===== config.mk =====
export PLATFORM = sky130hd
export DESIGN_NAME = pq_syndrome_engine
export DESIGN_NICKNAME = d
export VERILOG_FILES = /design/src/rtl/pq_pkg.sv /design/src/rtl/pq_xtime.sv /design/src/rtl/pq_seq_ctrl.sv /design/src/rtl/pq_accum.sv /design/src/rtl/pq_syndrome_engine.sv
export SDC_FILE = /design/constraint.sdc
export NUM_CORES = 1
export LEC_CHECK = 0
export BUFFER_PORTS_ARGS = -buffer_cell sky130_fd_sc_hd__buf_2
export CORE_MARGIN = 1.5
export CORE_UTILIZATION = 35
export CTS_CLUSTER_SIZE = 28
export DETAILED_ROUTE_END_ITERATION = 7
export GPL_ROUTABILITY_DRIVEN = 0
export HOLD_SLACK_MARGIN = 0.02
export PLACE_DENSITY = 0.64
export SYNTH_ARGS = -nofsm -noshare
export SYNTH_HDL_FRONTEND = slang
export SYNTH_SLANG_ARGS = --single-unit

===== constraint.sdc =====
create_clock -name clk -period 5.3 [get_ports clk]
set_input_delay 0.265 -clock clk [delete_from_list [all_inputs] [get_ports clk]]
set_output_delay 0.265 -clock clk [all_outputs]
set_load 0.005 [all_outputs]

===== src/rtl/pq_pkg.sv =====
`timescale 1ns/1ps
package pq_pkg;
  localparam int unsigned BYTE_W   = 8;
  localparam logic [7:0]  RED_POLY = 8'h1d;
  localparam int unsigned CNT_W    = 8;
endpackage


===== src/rtl/pq_xtime.sv =====
`timescale 1ns/1ps
// Byte-parallel multiply by x in GF(2^8), one independent unit per lane.
module pq_xtime #(
  parameter int unsigned LANES = 16
) (
  input  logic [LANES*pq_pkg::BYTE_W-1:0] a,
  output logic [LANES*pq_pkg::BYTE_W-1:0] y
);
  localparam int unsigned BW = pq_pkg::BYTE_W;

  for (genvar i = 0; i < LANES; i++) begin : g_lane
    logic [BW-1:0] b;
    assign b = a[i*BW +: BW];
    assign y[i*BW +: BW] = {b[BW-2:0], 1'b0} ^ (b[BW-1] ? pq_pkg::RED_POLY : '0);
  end
endmodule


===== src/rtl/pq_seq_ctrl.sv =====
`timescale 1ns/1ps
// Tracks position within a run and decides on which beat it closes.
module pq_seq_ctrl #(
  parameter int unsigned CW = pq_pkg::CNT_W
) (
  input  logic          clk,
  input  logic          rst_n,
  input  logic          beat,
  input  logic          last,
  input  logic [CW-1:0] ndata,
  output logic          first,
  output logic          close
);
  logic          first_q;
  logic [CW-1:0] cnt_q;
  logic [CW-1:0] lim_q;
  logic [CW-1:0] lim_eff;
  logic [CW-1:0] idx;
  logic [CW:0]   idx_next;

  assign lim_eff  = first_q ? ndata : lim_q;
  assign idx      = first_q ? '0 : cnt_q;
  assign idx_next = {1'b0, idx} + 1'b1;
  assign close    = last || (idx_next >= {1'b0, lim_eff});
  assign first    = first_q;

  always_ff @(posedge clk or negedge rst_n) begin
    if (!rst_n) begin
      first_q <= 1'b1;
      cnt_q   <= '0;
      lim_q   <= '0;
    end else if (beat) begin
      if (close) begin
        first_q <= 1'b1;
        cnt_q   <= '0;
      end else begin
        first_q <= 1'b0;
        cnt_q   <= idx_next[CW-1:0];
        lim_q   <= lim_eff;
      end
    end
  end
endmodule


===== src/rtl/pq_accum.sv =====
`timescale 1ns/1ps
// P and Q accumulators plus the registered result.
module pq_accum #(
  parameter int unsigned DW = 128
) (
  input  logic          clk,
  input  logic          rst_n,
  input  logic          beat,
  input  logic          first,
  input  logic          close,
  input  logic [DW-1:0] data,
  input  logic [DW-1:0] q_times_x,
  output logic [DW-1:0] q_acc,
  output logic          res_valid,
  output logic [DW-1:0] res_p,
  output logic [DW-1:0] res_q
);
  logic [DW-1:0] p_acc;
  logic [DW-1:0] nxt_p;
  logic [DW-1:0] nxt_q;

  assign nxt_p = first ? data : (p_acc ^ data);
  assign nxt_q = first ? data : (q_times_x ^ data);

  always_ff @(posedge clk or negedge rst_n) begin
    if (!rst_n) begin
      p_acc     <= '0;
      q_acc     <= '0;
      res_p     <= '0;
      res_q     <= '0;
      res_valid <= 1'b0;
    end else begin
      res_valid <= beat && close;
      if (beat) begin
        if (close) begin
          p_acc <= '0;
          q_acc <= '0;
          res_p <= nxt_p;
          res_q <= nxt_q;
        end else begin
          p_acc <= nxt_p;
          q_acc <= nxt_q;
        end
      end
    end
  end
endmodule


===== src/rtl/pq_syndrome_engine.sv =====
`timescale 1ns/1ps
module pq_syndrome_engine #(
  parameter int unsigned LANES   = 16,
  parameter int unsigned COUNT_W = pq_pkg::CNT_W
) (
  input  logic                           clk,
  input  logic                           rst_n,
  input  logic [COUNT_W-1:0]             ndata,
  input  logic                           in_valid,
  output logic                           in_ready,
  input  logic [LANES*pq_pkg::BYTE_W-1:0] in_data,
  input  logic                           in_last,
  output logic                           out_valid,
  output logic [LANES*pq_pkg::BYTE_W-1:0] out_p,
  output logic [LANES*pq_pkg::BYTE_W-1:0] out_q
);
  localparam int unsigned DATA_W = LANES * pq_pkg::BYTE_W;

  logic              rdy_q;
  logic              beat;
  logic              first;
  logic              close;
  logic [DATA_W-1:0] q_acc;
  logic [DATA_W-1:0] q_x;

  always_ff @(posedge clk or negedge rst_n) begin
    if (!rst_n) rdy_q <= 1'b0;
    else        rdy_q <= 1'b1;
  end

  assign in_ready = rdy_q;
  assign beat     = in_valid && rdy_q;

  pq_seq_ctrl #(.CW(COUNT_W)) u_ctrl (
    .clk   (clk),
    .rst_n (rst_n),
    .beat  (beat),
    .last  (in_last),
    .ndata (ndata),
    .first (first),
    .close (close)
  );

  pq_xtime #(.LANES(LANES)) u_xtime (
    .a (q_acc),
    .y (q_x)
  );

  pq_accum #(.DW(DATA_W)) u_acc (
    .clk       (clk),
    .rst_n     (rst_n),
    .beat      (beat),
    .first     (first),
    .close     (close),
    .data      (in_data),
    .q_times_x (q_x),
    .q_acc     (q_acc),
    .res_valid (out_valid),
    .res_p     (out_p),
    .res_q     (out_q)
  );
endmodule


==> results of run 1 <==
==> area by class of cell <==
class / instances / area share [%]
multi-input combinational: 1936 / 39.51
clock buffer: 90 / 5.431
sequential: 531 / 40.01
timing repair buffer: 542 / 10.56
inverter: 1 / 0.02636
tap: 1040 / 3.917
clock inverter: 16 / 0.5423
==> sequential cells by signal (all words and copies together), names as in the netlist <==
signal,flops
u_acc.res_p,128
u_acc.p_acc,128
u_ctrl.cnt_q,8
u_acc.q_acc,128
u_acc.res_valid,1
in_ready,1
u_ctrl.first,1
u_acc.res_q,128
u_ctrl.lim_q,8
==> kinds of logic (layout without fill, tap and decap cells) <==
family                   count (synthesis)  count (layout)  synth area share, %
AND/OR/NAND/NOR                        810             810                13.84
XOR/XNOR                               310             310                9.962
multiplexers                           265             265                10.92
flip-flops                             531             531                48.76
AO/OA/AOI/OAI                          541             541                12.92
other                                    1               1              0.01376
buffers and inverters                  192             649                3.177
adder cells (fa/ha/maj)                  9               9               0.4132
==> cells in the final DEF (no fill, tap or decap), drive strengths merged, types with 7 or more instances in the layout <==
cell type / instances
dfrtp: 530
o21ai: 268
clkinv: 11
xnor2: 305
nor2b: 83
a21oi: 129
nand3: 132
nand2b: 130
clkbuf: 90
nor2: 184
buf: 433
ha: 9
o31ai: 136
dlygate4sd3: 109
nand2: 271
mux2: 258
mux2i: 7
==> path summary, 6_finish.rpt <==
path / from / end / slack (ps)
worst max-delay path: u_ctrl.first / u_acc.res_p[102] / 1130
worst min-delay path: in_data[17] / u_acc.p_acc[17] / 50
worst min register to register: u_acc.q_acc[0] / u_acc.q_acc[0] / 470
worst max register to register: u_ctrl.first / u_acc.res_p[102] / 1130
max in group asynchronous: rst_n / u_acc.res_q[101] / 3680
min in group asynchronous: rst_n / u_acc.res_p[15] / 280
==> worst max-delay path: cells and delay by family (launching register included) <==
family,cells,cell delay [ps]
simple gates,4,860
mux,1,360
xor+xnor,1,220
flops,1,770
compound gates,2,290
buf+inv,2,860
fa+ha+maj,2,600
==> power groups by stage <==
stage | Combinational, µW | Sequential [µW] | Clock [µW]
6_report | 3820 | 6130 | 4200
5_1_grt | 4310 | 6300 | 4480
4_1_cts | 3880 | 6120 | 4320
3_5_place_dp | 3800 | 6190 | 0
3_3_place_gp | 3710 | 6160 | 0
2_1_floorplan | 2380 | 6050 | 0
==> Yosys cell counts <==
library cell / number / area, µm²
nor3_1: 1 / 5.000
dfrtp_1: 530 / 13260
nor2_1: 184 / 690.7
or4_1: 2 / 15.01
mux2i_1: 7 / 70.07
a21o_1: 2 / 15.01
and4_1: 1 / 8.760
conb_1: 1 / 3.750
a21oi_2: 1 / 8.760
nor3_2: 1 / 10.01
o21ai_2: 1 / 8.760
inv_2: 1 / 3.750
buf_1: 13 / 48.80
xor2_1: 5 / 43.79
buf_4: 12 / 90.09
nand2_1: 271 / 1017
buf_6: 12 / 135.1
mux2_1: 25 / 281.5
dfstp_2: 1 / 26.28
buf_2: 8 / 40.04
a21oi_1: 128 / 640.6
o21a_1: 1 / 7.510
and2_1: 1 / 6.260
nor2b_1: 83 / 519.3
mux2_2: 233 / 2624
nand2b_1: 130 / 813.3
a211oi_1: 1 / 7.510
o31ai_1: 48 / 360.4
o2111ai_1: 1 / 8.760
o31ai_2: 88 / 1101
and3_1: 1 / 6.260
o41ai_1: 3 / 26.28
nand3_1: 132 / 660.6
or2_1: 1 / 6.260
xnor2_1: 305 / 2671
clkbuf_1: 146 / 548.0
ha_1: 9 / 112.6
nand4_1: 2 / 12.51
o21ai_0: 267 / 1336
==> per-stage QoR <==
stage / cell area, µm² / total power, µW / cells / utilization [%] / hold WS (ps)
finish: 33220 / 14140 / 4156 / 43.03 / 50.04
global route: 33220 / 15090 / 4156 / 43.03 / 28.20
CTS: 33220 / 14320 / 4156 / 43.03 / 20.12
detailed placement: 30150 / 9986 / 3941 / 39.05 / 346.7
global placement: 30150 / 9868 / 3941 / 39.05 / 344.6
floorplan: 27250 / 8434 / 2659 / - / -30.59
==> routing by layer <==
layer | vias to the layer above | wire length (µm) | global-route usage, % | part of all wire, %
met5 | - | 10 | 0 | 0.014
met4 | 2 | 2221 | 5.790 | 3.1
met3 | 123 | 3058 | 2.618 | 4.3
met2 | 449 | 33160 | 28.00 | 47
met1 | 10020 | 32840 | 24.36 | 46
li1 | 9886 | - | - | -
==> results.yml, run 1 <==
status:
  outcome: "completed"
timing:
  fin_tns_setup_ps: 0
  slew_headroom_pct: 37.04
  tightest_slew_ps: 944.4
  fin_ws_ps: 1128
  fin_skew_ps: 22.33
  grt_setup_unrepaired: "no"
  finalHoldViolations: 0
  fin_crit_ps: 4172
  finalSetupViolations: 0
  slew_viol_final: 0
  fmax_mhz: 239.7
  period_share_pct: 78.72
cells_and_area:
  fin_nets: 3220
  drive_above_1_share_pct: 27.54
  multi_input_area_um2: 13130
  num-fill-cells: 7461
  diodes: 0
  seqCellArea_um2: 13290
  area_delta_synth_final_pct: 21.90
routing:
  drtIter0Drc: 1259
  wl_per_cell_um: 17.15
  drt_wl_total_um: 71300
  vias_per_cell: 4.927
  drt_pre_antenna_iters: 5
  dr_total_vias: 20480
  ant_nets: 0
  post-route-drc-count: 0
critical_path:
  crit_slowest_cell: "dfstp_4"
  r2r.worst_path.cells: 12
  crit_required_ps: 5790
  critPathKind: "register to register"
  path_cells: "nor2b_1, ha_1, nand2_1, xor2_1, nor2_1, ha_1, o2111ai_1, nor3_2, o21ai_4, inv_6, buf_4, mux2_1"
  end_kind: "register"
  path_max_fanout: 56
  startpoint_type: "register"
  cp_common_cell: "ha_1"
  cp_slowest_stage_delay_ps: 770
  cp.arrival_ps: 4670
power_and_ir_drop:
  swShare_pct: 31.61
  power_frac_seq_pct: 43.3
  p_int_uw: 9672
  p_per_area_nw_per_um2: 425.7
  p_comb_share_pct: 27.0
  p_switching_uw: 4471
  peakVddDrop_v: 0.0002597
  p_leak_uw: 0.01412
  clkPwrFrac_pct: 29.7
die:
  die_h_um: 282.0
  core_area_um2: 77210
  io_pins: 398
  start_util_pct: 35.30
  dieArea_um2: 79550
  die_w_um: 282.0
  num_rows: 102
clocking:
  cts_tree: "built"
  cts_resized: 0
  path_clk_slew_ps: 60
  cts_buffers: 59
  cts_hold_buf: 109
  cts-htree-levels: 2
  postCtsSetupRepairBufs: 0
  clk_latency_ps: 630
  cts_sinks: 531
  clockBufferDepth: 3
  cts-root-buf: "clkbuf_16"
synthesis:
  synthCells: 2659
  ys_warn_count: 0
  yosysSeqAreaShare_pct: 48.76
  syn_area_per_cell_um2: 10.25
  synth_cell_types: 39
  ys_ff_latch: 531
  synth_nets: 2808
  synth_area_um2: 27250
place:
  io_buffers: 397
  dpl.hpwl_um: 45850
  pre_cts_ws_ps: 1181
grt:
  grt-ovfl-total: 0
  first_global_vias: 19740
  grt_antenna_before_repair: 1
  grt_max_degree: 179
  grt_usage_pct: 17.54
  grt_pass1_wl_um: 111900
job:
  cap_violations: 0
worst_hold_path:
  min_path_type: "input pin to register"
  holdPathStages: 3
Note: power is estimated with default switching activity, not from simulation.
==> run 2, diff against run 1 <==
==> constraint.sdc (replaced) <==
create_clock -name clk -period 4.2 [get_ports clk]
set_input_delay 0.21 -clock clk [delete_from_list [all_inputs] [get_ports clk]]
set_output_delay 0.21 -clock clk [all_outputs]
set_load 0.005 [all_outputs]
==> run 2 against run 1 <==
- combinational power is 27% higher
- global-route usage increased by 0.37 points
- total power increased by 29%
- core utilization rose by 0.85 points
- final cell count up 1.2%
- via count up 0.41%
- first-iteration DRC count up 5.8%
- worst setup slack lost 640 ps
- final area is 2.0% higher
- hold slack gained 18 ps
- register-to-register slack got worse by 640 ps
- clock power increased by 35%
==> results.yml, run 2 (synthesized netlist as in run 1, its figures left out) <==
status:
  outcome: "completed"
grt:
  top_usage_layer: "met2"
  first_global_vias: 20320
  gr-usage-met3_pct: 2.585
  met1_usage_pct: 24.38
  grt-ovfl-total: 0
  met2_usage_pct: 29.16
  grt_pass1_wl_um: 114000
  grt_usage_pct: 17.91
  grt_max_degree: 207
  grt_antenna_before_repair: 2
clocking:
  cts_sinks: 531
  cts_resized: 0
  cts-htree-levels: 2
  cts-root-buf: "clkbuf_16"
  path_clk_slew_ps: 60
  cts_tree: "built"
  clockBufferDepth: 3
  cts_buffers: 61
  clk_latency_ps: 620
power_and_ir_drop:
  p_switching_uw: 5689
  power_frac_seq_pct: 42.5
  swShare_pct: 31.11
  clkPwrFrac_pct: 30.9
  peakVddDrop_v: 0.0003413
  p_int_uw: 12600
  p_leak_uw: 0.01442
  p_comb_share_pct: 26.6
  p_per_area_nw_per_um2: 539.7
timing:
  period_share_pct: 88.49
  tightest_slew_ps: 1100
  finalHoldViolations: 0
  fin_tns_setup_ps: 0
  slew_headroom_pct: 26.65
  holdWs_ps: 67.99
  fmax_mhz: 269.1
  fin_ws_ps: 483.4
  fin_skew_ps: 17.22
  finalSetupViolations: 0
  slew_viol_final: 0
  grt_setup_unrepaired: "no"
  fin_crit_ps: 3717
cells_and_area:
  design_area_um2: 33880
  final_common_cell: "dfrtp_1"
  mostFrequentLayoutCells: "dfrtp_1 (530), buf_2 (396), xnor2_1 (305)"
  area_delta_synth_final_pct: 24.31
  num-fill-cells: 7250
  fin_nets: 3260
  drive_above_1_share_pct: 27.82
  stdcell_count: 4204
die:
  num_rows: 102
  start_util_pct: 35.30
  core_area_um2: 77210
  io_pins: 398
  die_w_um: 282.0
  dieArea_um2: 79550
  die_h_um: 282.0
critical_path:
  path_max_fanout: 66
  critPathKind: "register to register"
  crit_required_ps: 4670
  end_kind: "register"
  cp_slowest_stage_delay_ps: 460
  cp.arrival_ps: 4190
  path_cells: "nor2b_1, ha_1, nand2_1, xor2_1, nor2_1, ha_1, a21o_1, a211oi_1, nand2_1, o21ai_4, buf_12, buf_12, o21ai_0"
  startpoint_type: "register"
  crit_slowest_cell: "dfstp_4"
routing:
  ant_nets: 0
  drtIter0Drc: 1332
  drt_wl_total_um: 72090
  wl_per_cell_um: 17.15
  post-route-drc-count: 0
  drt_pre_antenna_iters: 5
  dr_total_vias: 20560
  vias_per_cell: 4.891
job:
  cap_violations: 0
place:
  pre_cts_ws_ps: 512.5
  postPlaceCellArea_um2: 30410
  dpl.hpwl_um: 47040
  io_buffers: 397
  dp_cells: 3957
worst_hold_path:
  min_path_type: "input pin to register"
run 2: cell count changes in the layout (fill, tap and decap cells not counted), moves of 3 or more:
cell           delta
buf_12           +11
clkbuf_16         +3
buf_4             +5
bufinv_16         +4
clkbuf_1          +3
dlygate4sd3_1    +22
run 2: repair_timing:
item | CTS | global route
buffers inserted | 0 | 0
hold buffers | 131 | 0
hold endpoints to repair | 515 | 0
run 2: routing by layer:
layer,vias up,wire [µm]
li1,9982,-
met1,10040,33070
met2,412,34160
met3,125,2681
met4,2,2170
met5,-,13
run 2: path summary, 6_finish.rpt:
path / cells after the start / startpoint / slack [ps] / end
setup / recovery: 13 / u_ctrl.first / 480 / u_acc.res_q[87]
hold / removal: 3 / ndata[5] / 70 / u_ctrl.lim_q[5]
setup reg to reg: 13 / u_ctrl.first / 480 / u_acc.res_q[87]
hold reg to reg: 2 / u_acc.q_acc[32] / 470 / u_acc.q_acc[32]
max in group asynchronous: 4 / rst_n / 2870 / u_acc.res_q[45]
min in group asynchronous: 2 / rst_n / 160 / u_acc.res_q[21]
run 2: power by group through the flow:
stage	Sequential [µW]	Combinational, µW	Clock [µW]
final	7770	4860	5660
after global routing	7980	5500	6020
after CTS	7770	4930	5830
after detailed placement	7840	4810	0
after global placement	7810	4690	0
after floorplan	7640	3000	0
run 2: layout make-up:
type / instances / area, µm² / share of cell area [%]
diodes: 1 / 2.502 / 0.007386
clock buffers: 94 / 1863 / 5.499
clock inverters: 21 / 297.8 / 0.8789
inverters: 1 / 8.758 / 0.02585
multi-input cells: 1936 / 13130 / 38.75
flip-flops and latches: 531 / 13290 / 39.23
well taps: 1040 / 1301 / 3.841
repair buffers: 580 / 3986 / 11.77
run 2: stage by stage:
| stage | power [µW] | utilization, % |
|---|---|---|
| floorplan | 10640 | - |
| global placement | 12500 | 39.38 |
| detailed placement | 12660 | 39.38 |
| CTS | 18530 | 43.88 |
| global route | 19500 | 43.88 |
| finish | 18290 | 43.88 |
run 2: critical path: cells and delay by family (launching register included):
kind	cells	cell delay, ps
AO/OA/AOI/OAI	4	1040
buffers and inverters	2	670
AND/OR/NAND/NOR	4	590
adder cells (fa/ha/maj)	2	580
flip-flops	1	460
XOR/XNOR	1	190
